File: src/rtl/tmr_pkg.sv
// Package: shared constants and the mode encoding for the dual timer block.
// Assumes: byte-wide counter halves and an 8-bit control byte.
package tmr_pkg;
    localparam int BYTE_W = 8;   // width of each counter half
    localparam int PRE_W  = 5;   // low-byte bits used in the 13-bit mode

    typedef enum logic [1:0] {
        MODE_13B    = 2'b00,
        MODE_RSV_A  = 2'b01,
        MODE_RSV_B  = 2'b10,
        MODE_SPLIT  = 2'b11
    } tmr_mode_e;

    // Control byte bit positions (software decodes these).
    localparam int CTL_FLAG1 = 7;
    localparam int CTL_RUN1  = 6;
    localparam int CTL_FLAG0 = 5;
    localparam int CTL_RUN0  = 4;
endpackage

File: src/rtl/tmr_gate.sv
// Module: tmr_gate
// Decides whether a timer counts: run must be 1, and gating must be off
// or the gate pin must be high. Purely combinational.
module tmr_gate (
    input  logic run,
    input  logic gate_en,
    input  logic pin,
    output logic cnt_en
);
    // Combine the run bit with the optional pin qualifier.
    always_comb cnt_en = run & (~gate_en | pin);
endmodule

File: src/rtl/tmr_flag.sv
// Module: tmr_flag
// One overflow flag. A hardware set wins over a software write, and a
// software write wins over an acknowledge.
// Assumes: all inputs are synchronous to clk.
module tmr_flag (
    input  logic clk,
    input  logic rst_n,
    input  logic hw_set,
    input  logic sw_wr,
    input  logic sw_val,
    input  logic ack,
    output logic flag_q
);
    // Update the flag in priority order: set, write, acknowledge.
    always_ff @(posedge clk) begin
        if (!rst_n)      flag_q <= 1'b0;
        else if (hw_set) flag_q <= 1'b1;
        else if (sw_wr)  flag_q <= sw_val;
        else if (ack)    flag_q <= 1'b0;
    end


    flag_set_wins_chk: assert property (@(posedge clk) disable iff (!rst_n)
        hw_set |=> flag_q);


    flag_ack_clears_chk: assert property (@(posedge clk) disable iff (!rst_n)
        (ack && !hw_set && !sw_wr) |=> !flag_q);


    flag_sw_load_chk: assert property (@(posedge clk) disable iff (!rst_n)
        (sw_wr && !hw_set) |=> (flag_q == $past(sw_val)));
endmodule

File: src/rtl/tmr_pair_cnt.sv
// Module: tmr_pair_cnt
// One timer's two counter bytes. When split is 0, the high byte and the
// low PRE_W bits of the low byte form one chained counter driven by
// inc_lo, and the low byte's upper bits are untouched. When split is 1,
// each byte counts on its own increment. A byte write wins over counting.
// Assumes: inc_* already include run and gate qualification.
module tmr_pair_cnt #(
    parameter int BYTE_W = tmr_pkg::BYTE_W,
    parameter int PRE_W  = tmr_pkg::PRE_W
) (
    input  logic              clk,
    input  logic              rst_n,
    input  logic              split,
    input  logic              inc_lo,
    input  logic              inc_hi,
    input  logic              wr_lo,
    input  logic              wr_hi,
    input  logic [BYTE_W-1:0] wdata,
    output logic [BYTE_W-1:0] lo_q,
    output logic [BYTE_W-1:0] hi_q,
    output logic              ovf_wide,
    output logic              ovf_lo,
    output logic              ovf_hi
);
    localparam logic [PRE_W-1:0]  PRE_ONE  = PRE_W'(1);
    localparam logic [BYTE_W-1:0] BYTE_ONE = BYTE_W'(1);

    logic              pre_full, lo_full, hi_full;
    logic              step_wide, step_lo, step_hi;
    logic [PRE_W-1:0]  pre_inc;
    logic [BYTE_W-1:0] lo_d, hi_d;

    // Detect the all-ones states that produce carries.
    always_comb begin
        pre_full = (lo_q[PRE_W-1:0] == '1);
        lo_full  = (lo_q == '1);
        hi_full  = (hi_q == '1);
        pre_inc  = lo_q[PRE_W-1:0] + PRE_ONE;
    end

    // Qualify the count steps by mode and by any byte write this cycle.
    always_comb begin
        step_wide = ~split & inc_lo & ~wr_lo & ~wr_hi;
        step_lo   =  split & inc_lo & ~wr_lo;
        step_hi   =  split & inc_hi & ~wr_hi;
        ovf_wide  = step_wide & pre_full & hi_full;
        ovf_lo    = step_lo & lo_full;
        ovf_hi    = step_hi & hi_full;
    end

    // Work out the next byte values from writes and steps.
    always_comb begin
        lo_d = lo_q;
        hi_d = hi_q;
        if (wr_lo) lo_d = wdata;
        if (wr_hi) hi_d = wdata;
        if (step_wide) begin
            lo_d = {lo_q[BYTE_W-1:PRE_W], pre_inc};
            if (pre_full) hi_d = hi_q + BYTE_ONE;
        end
        if (step_lo) lo_d = lo_q + BYTE_ONE;
        if (step_hi) hi_d = hi_q + BYTE_ONE;
    end

    // Register both bytes.
    always_ff @(posedge clk) begin
        if (!rst_n) begin
            lo_q <= '0;
            hi_q <= '0;
        end else begin
            lo_q <= lo_d;
            hi_q <= hi_d;
        end
    end


    pre_upper_hold_chk: assert property (@(posedge clk) disable iff (!rst_n)
        (!split && !wr_lo) |=> (lo_q[BYTE_W-1:PRE_W] == $past(lo_q[BYTE_W-1:PRE_W])));


    idle_hold_chk: assert property (@(posedge clk) disable iff (!rst_n)
        (!inc_lo && !inc_hi && !wr_lo && !wr_hi) |=> ($stable(lo_q) && $stable(hi_q)));


    byte_write_chk: assert property (@(posedge clk) disable iff (!rst_n)
        wr_lo |=> (lo_q == $past(wdata)));


    wide_wrap_chk: assert property (@(posedge clk) disable iff (!rst_n)
        ovf_wide |=> (hi_q == '0 && lo_q[PRE_W-1:0] == '0));
endmodule

File: src/rtl/dual_tmr_unit.sv
// Module: dual_tmr_unit (top)
// Two timer/counters with a shared control byte. Mode 00 is a gated 13-bit
// counter. In mode 11, timer 0 splits into two 8-bit counters: the high one
// uses timer 1's run bit and flag, and timer 1 holds its count. Modes 01
// and 10 hold the count.
// Assumes: tick and pin inputs are already synchronous to clk.
module dual_tmr_unit #(
    parameter int BYTE_W = tmr_pkg::BYTE_W,
    parameter int PRE_W  = tmr_pkg::PRE_W
) (
    input  logic                clk,
    input  logic                rst_n,
    input  logic                ctl_wr,
    input  logic [7:0]          ctl_wdata,
    output logic [7:0]          ctl_rdata,
    input  logic                cnt_wr,
    input  logic [1:0]          cnt_sel,
    input  logic [BYTE_W-1:0]   cnt_wdata,
    input  logic [1:0]          t0_mode,
    input  logic [1:0]          t1_mode,
    input  logic                t0_gate_en,
    input  logic                t1_gate_en,
    input  logic                t0_pin,
    input  logic                t1_pin,
    input  logic                t0_tick,
    input  logic                t1_tick,
    input  logic                t0_ack,
    input  logic                t1_ack,
    output logic [2*BYTE_W-1:0] t0_count,
    output logic [2*BYTE_W-1:0] t1_count,
    output logic                t0_flag,
    output logic                t1_flag
);
    import tmr_pkg::*;

    localparam int NTMR = 2;

    logic              run0_q, run1_q;
    logic [NTMR-1:0]   cnt_en, split, inc_lo, inc_hi, wr_lo, wr_hi;
    logic [NTMR-1:0]   ovf_wide, ovf_lo, ovf_hi, set_flag;
    logic [BYTE_W-1:0] lo_q [NTMR];
    logic [BYTE_W-1:0] hi_q [NTMR];
    logic              t0_split;

    // Hold the two run bits, loaded by control writes.
    always_ff @(posedge clk) begin
        if (!rst_n) begin
            run0_q <= 1'b0;
            run1_q <= 1'b0;
        end else if (ctl_wr) begin
            run0_q <= ctl_wdata[CTL_RUN0];
            run1_q <= ctl_wdata[CTL_RUN1];
        end
    end

    tmr_gate u_gate0 (.run(run0_q), .gate_en(t0_gate_en), .pin(t0_pin), .cnt_en(cnt_en[0]));
    tmr_gate u_gate1 (.run(run1_q), .gate_en(t1_gate_en), .pin(t1_pin), .cnt_en(cnt_en[1]));

    // Route pulses by mode: only 00 counts wide, and only timer 0 splits.
    always_comb begin
        t0_split  = (t0_mode == MODE_SPLIT);
        split[0]  = t0_split;
        split[1]  = 1'b0;
        inc_lo[0] = t0_tick & cnt_en[0] & ((t0_mode == MODE_13B) | t0_split);
        inc_hi[0] = t0_tick & run1_q & t0_split;
        inc_lo[1] = t1_tick & cnt_en[1] & (t1_mode == MODE_13B);
        inc_hi[1] = 1'b0;
    end

    // Decode the byte-select into per-timer write strobes.
    always_comb begin
        for (int t = 0; t < NTMR; t++) begin
            wr_lo[t] = cnt_wr & (cnt_sel == 2'(2*t));
            wr_hi[t] = cnt_wr & (cnt_sel == 2'(2*t + 1));
        end
    end

    for (genvar g = 0; g < NTMR; g++) begin : g_tmr
        tmr_pair_cnt #(.BYTE_W(BYTE_W), .PRE_W(PRE_W)) u_cnt (
            .clk(clk), .rst_n(rst_n), .split(split[g]),
            .inc_lo(inc_lo[g]), .inc_hi(inc_hi[g]),
            .wr_lo(wr_lo[g]), .wr_hi(wr_hi[g]), .wdata(cnt_wdata),
            .lo_q(lo_q[g]), .hi_q(hi_q[g]),
            .ovf_wide(ovf_wide[g]), .ovf_lo(ovf_lo[g]), .ovf_hi(ovf_hi[g])
        );
    end

    // Collect the overflow sources for each flag.
    always_comb begin
        set_flag[0] = ovf_wide[0] | ovf_lo[0];
        set_flag[1] = ovf_wide[1] | ovf_hi[0];
    end

    tmr_flag u_flag0 (
        .clk(clk), .rst_n(rst_n), .hw_set(set_flag[0]), .sw_wr(ctl_wr),
        .sw_val(ctl_wdata[CTL_FLAG0]), .ack(t0_ack), .flag_q(t0_flag)
    );
    tmr_flag u_flag1 (
        .clk(clk), .rst_n(rst_n), .hw_set(set_flag[1]), .sw_wr(ctl_wr),
        .sw_val(ctl_wdata[CTL_FLAG1]), .ack(t1_ack), .flag_q(t1_flag)
    );

    // Present the counts and the control byte.
    always_comb begin
        t0_count  = {hi_q[0], lo_q[0]};
        t1_count  = {hi_q[1], lo_q[1]};
        ctl_rdata = '0;
        ctl_rdata[CTL_FLAG1] = t1_flag;
        ctl_rdata[CTL_RUN1]  = run1_q;
        ctl_rdata[CTL_FLAG0] = t0_flag;
        ctl_rdata[CTL_RUN0]  = run0_q;
    end


    t1_frozen_chk: assert property (@(posedge clk) disable iff (!rst_n)
        (t1_mode != MODE_13B && !wr_lo[1] && !wr_hi[1]) |=> $stable(t1_count));


    t0_rsv_hold_chk: assert property (@(posedge clk) disable iff (!rst_n)
        ((t0_mode == MODE_RSV_A || t0_mode == MODE_RSV_B) && !wr_lo[0] && !wr_hi[0])
        |=> $stable(t0_count));


    split_hi_step_chk: assert property (@(posedge clk) disable iff (!rst_n)
        (t0_split && t0_tick && run1_q && !wr_hi[0])
        |=> (hi_q[0] == $past(hi_q[0]) + BYTE_W'(1)));


    ctl_low_zero_chk: assert property (@(posedge clk) disable iff (!rst_n)
        ctl_rdata[3:0] == 4'b0);
endmodule

File: config.mk
export PLATFORM = sky130hd
export DESIGN_NAME = dual_tmr_unit
export DESIGN_NICKNAME = d
export VERILOG_FILES = /design/src/rtl/tmr_pkg.sv /design/src/rtl/tmr_gate.sv /design/src/rtl/tmr_flag.sv /design/src/rtl/tmr_pair_cnt.sv /design/src/rtl/dual_tmr_unit.sv
export SDC_FILE = /design/constraint.sdc
export NUM_CORES = 1
export LEC_CHECK = 0
export BUFFER_PORTS_ARGS = -buffer_cell sky130_fd_sc_hd__buf_2
export CORE_MARGIN = 8
export CORE_UTILIZATION = 45
export CTS_CLUSTER_SIZE = 16
export DETAILED_ROUTE_END_ITERATION = 16
export PLACE_DENSITY_LB_ADDON = 0.08
export SLEW_MARGIN = 5
export SYNTH_ARGS = -nofsm -noshare
export SYNTH_HDL_FRONTEND = slang
export SYNTH_SLANG_ARGS = --single-unit
File: constraint.sdc
create_clock -name clk -period 4.7 [get_ports clk]
set_clock_uncertainty 0.05 [all_clocks]
set_input_delay 0.705 -clock clk [delete_from_list [all_inputs] [get_ports clk]]
set_output_delay 0.705 -clock clk [all_outputs]
set_load 0.02 [all_outputs]
== After elaboration in Yosys (flattened, before gate mapping) ==
Index checks and enable logic that the tools add are counted.
W data, S select, Z words.
Operators by class
  add/subtract/negate cells: 5
  equality and inequality tests: 10
  mux-type cells: 18
  bitwise gates (word level): 40
  reduce and logical (&&, ||, !) cells: 10
Operator list (number)
  $mux W8: 10
  $and A1 B1 Y1: 27
  $add A8 B1 Y8 const B: 3
  $eq A8 B8 Y1 const B: 3
  $add A5 B1 Y5 const B: 2
  $eq A5 B5 Y1 const B: 2
  $mux W5: 2
  $reduce_bool A3 Y1: 3
  $not A1 Y1: 8
  $eq A2 B2 Y1 const B: 3
  $logic_not A2 Y1: 3
  $mux W1: 6
  $or A1 B1 Y1: 5
  $reduce_and A2 Y1: 2
  $reduce_bool A2 Y1: 2
  $eq A2 B1 Y1 const B: 1
  $ne A2 B2 Y1 const B: 1
Storage, ports and cells
  register bits after elaboration: 36
  output and inout port bits: 42

== Depth between registers and ports, before layout ==
  depth in word-level cells: 12
  depth in mapped cells: 8

== Hierarchy ==
From an unflattened synthesis, not the netlist that was laid out.
Unflattened totals
  cells, all modules: 272
  area, all modules: 2210.9 µm²
By module, submodules not included
  tmr_pair_cnt: instances 2, cells an instance 116, area an instance 945.9 µm²
  dual_tmr_unit: instances 1, cells an instance 28, area an instance 214.0 µm²
  tmr_flag: instances 2, cells an instance 4, area an instance 41.3 µm²
  tmr_gate: instances 2, cells an instance 2, area an instance 11.3 µm²

== Worst setup path after synthesis ==
OpenSTA, ideal clock, no wires.
  path type: in2reg
  start: input t0_mode[0]
  end: register g_tmr[0].u_cnt.hi_q[3]
  setup time: 0.075 ns
  arrival time: 2.061 ns
  required time: 4.575 ns
  setup slack: 2.514 ns
  stages on the path: 7
  buffers on the path: 1
  cells stage by stage: ha_1 and2b_1 and3_4 a21oi_2 buf_6 or3_1 a31oi_1
Between the ends
  cells in the longest elaborated chain, start to end: 8
RTL lines
  from (decl): RTL line dual_tmr_unit.sv:19  | input logic [1:0] t0_mode,
  $eq A2 B2 Y1 or $logic_not A2 Y1 (tied branches): RTL line dual_tmr_unit.sv:61, dual_tmr_unit.sv:64
  $or A1 B1 Y1: RTL line dual_tmr_unit.sv:64  | inc_lo[0] = t0_tick & cnt_en[0] & ((t0_mode == MODE_13B) | t0_split);
  $and A1 B1 Y1: RTL line dual_tmr_unit.sv:64
  $and A1 B1 Y1 (3 in series): RTL line tmr_pair_cnt.sv:43  | step_wide = ~split & inc_lo & ~wr_lo & ~wr_hi;
  $mux W8: RTL line tmr_pair_cnt.sv:57  | if (step_wide) begin
  $mux W8 *: RTL line tmr_pair_cnt.sv:62  | if (step_hi) hi_d = hi_q + BYTE_ONE;
  to (signal assigned): RTL line tmr_pair_cnt.sv:72  | hi_q <= hi_d;
  to (decl): RTL line tmr_pair_cnt.sv:20  | output logic [BYTE_W-1:0] hi_q,
Every way passes the cells marked *; elsewhere a longest branch is shown, timed or not.
A chain may end at the register's enable or synchronous reset.

== Worst setup path in the final report ==
  start: register g_tmr[1].u_cnt.lo_q[0]
  end: register g_tmr[1].u_cnt.hi_q[7]
Between the ends
  cells in the longest elaborated chain, start to end: 3
RTL lines
  from (decl): RTL line tmr_pair_cnt.sv:19  | output logic [BYTE_W-1:0] lo_q,
  from (signal assigned): RTL line tmr_pair_cnt.sv:71  | lo_q <= lo_d;
  $eq A5 B5 Y1: RTL line tmr_pair_cnt.sv:35  | pre_full = (lo_q[PRE_W-1:0] == '1);
  $mux W8: RTL line tmr_pair_cnt.sv:59  | if (pre_full) hi_d = hi_q + BYTE_ONE;
  $mux W8: RTL line tmr_pair_cnt.sv:57
  to (signal assigned): RTL line tmr_pair_cnt.sv:72
  to (decl): RTL line tmr_pair_cnt.sv:20
Every way passes these cells.

==> flow_summary.ini <==
[sta]
min_period_ns = 2.27
slew_violations = 0
fin_crit_sh = 0.483
fmax_ghz = 0.440
relSlewSlack = 0.473
rsz0062_at_grt = no
setup_tns_ns = 0
finalSetupViolCount = 0
hold_violations = 0
worst_pin_slew_ns = 0.786

[job]
max_cap_violations = 0

[floorplanning]
io_pins = 76
initial_core_util = 0.463
die_area_um2 = 7260
rows = 25
die_w_um = 85.2
die-height_um = 85.2
core-area_um2 = 4660

[logic_synthesis]
synthXorXnorAreaFrac = 0.00813
synth-compound-area-share = 0.230
syn_avg_cell_area_um2 = 8.04
netlist.area_leader.share = 0.334
synth_edf_count = 0
synthTopCellsByArea = dfxtp_1 (33%), nand2_1 (6.8%), a21oi_1 (4.2%)
yosys_warnings = 0
yosysTopAreaCell = dfxtp_1
synth_fa_ha_area_frac = 0.0406
synth_cell_type_count = 57
synth_flop_cell = dfxtp_1
netlist_area_um2 = 2160
synth_top_family_by_area = simple AND/OR/NAND/NOR gates
postSynthCellCount = 268
ys_seq_area_frac = 0.334
synthMuxAreaShare = 0.0383
async_flop_share = 0
yosys.area_share.simple = 0.288
synth_seq_cells = 36

[global_routing]
grt_pass1_wl_mm = 9.99
grt_max_degree = 28
antenna_found_initial = 0
first_global_vias = 2067
grt.total_usage = 0.171
overflow = 0

[routing]
dr.pass1.iters = 4
drtIter0Drc = 89
routed_wl_mm = 6.30
via_per_inst = 5.73
drcViolationCount = 0
wl_per_cell_um = 16.5
vias = 2189
ant_nets = 0

[finish]
n_antenna_cell = 0
nets = 368
instances_no_fill = 382
syn_to_final_growth_pct = 18.2
n_fill_cell = 478
final_util = 0.547
drive_above_1_share = 0.265

[clocking]
cts_made_buffers = 5
cts-root-buf = clkbuf_8
worst_skew_pair.late_latency_ns = 0.29
clk_pin_slew_ns = 0.07
cts_tree = built
clock-sinks = 36
htree_levels = 2
post_cts_resized = 0
cts_buffer_depth = 2
cts_hold_buf = 0
post_cts_buffers = 0

[pwr]
p_leak_nw = 1.12
p_per_area_nw_per_um2 = 265
ir_worst_vdd_mv = 0.220

[worst_setup_path]
timing.rr.start = g_tmr[1].u_cnt.lo_q[0]
path_max_fanout = 16
end_kind = flip-flop
reg2reg_slack_ns = 2.43
worst_r2r_path_depth = 7
reg2reg_to = g_tmr[1].u_cnt.hi_q[7]
path_class = flip-flop to flip-flop
crit_required_ns = 4.85
start_kind = flip-flop
critPathSlowestCell = dfxtp_1
crit_arrival_ns = 2.42
max_stage_delay_ns = 0.40
path_cells = ha_1 > and3_1 > ha_1 > nand4_2 > nor3_1 > mux2_2 > a21oi_1
crit_top_cell = ha_1

[placed_design]
place_inst = 374
place_hpwl_mm = 4.65
port_buffers = 67
gp_congestion = 0.768

[hold_path]
hold_path_end = g_tmr[1].u_cnt.lo_q[5]
holdPathStages = 2
hold_path_class = flip-flop to flip-flop
min_from = g_tmr[1].u_cnt.lo_q[5]

[run_status]
status = completed
## worst max-delay path, delay by kind of cell (launching register included)
| family | cells | cell delay (ns) |
|---|---|---|
| AOI/OAI and AO/OA | 1 | 0.13 |
| adders and majority gates | 2 | 0.37 |
| DFF | 1 | 0.40 |
| muxes | 1 | 0.36 |
| and+or+nand+nor | 3 | 0.87 |
## registers in the layout (all words and copies together) (netlist names)
register,cells
g_tmr.u_cnt.hi_q,16
g_tmr.u_cnt.lo_q,16
run0_q,1
run1_q,1
u_flag0.flag_q,1
u_flag1.flag_q,1
## cells in the final DEF (no fill, tap or decap), types with 2 or more instances in the layout
cell / instances
buf_2: 67
nand2_1: 39
dfxtp_1: 36
nor2_1: 22
nand3_1: 18
a21oi_1: 18
o21ai_0: 13
and3_1: 7
a221oi_1: 7
nor3b_1: 7
ha_1: 7
mux2i_1: 6
clkbuf_8: 6
nor3_1: 5
o22ai_1: 5
a31oi_1: 5
o211ai_1: 4
a311oi_1: 4
conb_1: 4
a32oi_1: 3
or3_1: 3
nand2b_1: 2
and2_1: 2
inv_1: 2
nand3b_1: 2
o21a_1: 2
mux2_2: 2
o31a_1: 2
clkinv_2: 2
## cell type report
| cell class | instances | area (µm²) | area share |
|---|---|---|---|
| clock buffers | 6 | 82.6 | 0.0324 |
| clock inverters | 2 | 10.0 | 0.00393 |
| inverters | 3 | 11.3 | 0.00442 |
| multi-input cells | 214 | 1320 | 0.518 |
| flip-flops and latches | 36 | 721 | 0.283 |
| well taps | 54 | 67.6 | 0.0265 |
| repair buffers | 67 | 335 | 0.132 |
## metrics by stage
step,setup WS [ns],cell area (µm²),hold slack (ns),total power [mW]
global placement,2.21,2450,0.424,0.448
finish,2.43,2550,0.447,0.674
floorplan,2.51,2170,0.428,0.409
global route,2.30,2550,0.485,0.708
CTS,2.43,2550,0.443,0.683
detailed placement,2.19,2450,0.429,0.449
## how the worst max path moves through the flow
stage               cells past startpoint                    from                      to
global placement                        6              t1_mode[0]  g_tmr[1].u_cnt.hi_q[7]
finish                                  7  g_tmr[1].u_cnt.lo_q[0]  g_tmr[1].u_cnt.hi_q[7]
floorplan                               7              t0_mode[0]  g_tmr[0].u_cnt.hi_q[3]
detailed placement                      6              t1_mode[0]  g_tmr[1].u_cnt.hi_q[7]
CTS                                     7  g_tmr[1].u_cnt.lo_q[0]  g_tmr[1].u_cnt.hi_q[7]
global route                            7  g_tmr[1].u_cnt.lo_q[0]  g_tmr[1].u_cnt.hi_q[7]
## logic make-up (layout without fill, tap and decap cells)
family	after synthesis	after routing
xor gates and xnor gates	2	2
adders and majority gates	7	7
DFF	36	36
buffers and inverters	21	78
AOI/OAI and AO/OA	73	73
and+or+nand+nor	120	120
other	1	4
muxes	8	8
## cells in the mapped netlist, types with 3 or more instances
cell,number
nand2_1,39
dfxtp_1,36
nor2_1,22
a21oi_1,18
nand3_1,18
o21ai_0,13
buf_4,8
a221oi_1,7
and3_1,7
ha_1,7
nor3b_1,7
mux2i_1,6
a31oi_1,5
clkbuf_1,5
nor3_1,5
o22ai_1,5
a311oi_1,4
o211ai_1,4
a32oi_1,3
or3_1,3
## power by group
part / switching, mW / leakage [nW] / internal (mW)
combinational: 0.0693 / 0.780 / 0.0397
sequential: 0.0150 / 0.293 / 0.318
clock: 0.115 / 0.0510 / 0.117
total: 0.200 / 1.12 / 0.475
## per-layer routing
metal	track usage	part of all wire
met1	0.199	0.46
met2	0.288	0.46
met3	0.0618	0.072
met4	0.0437	0.0063
met5	0	0
Note: power is estimated with default switching activity, not from simulation.
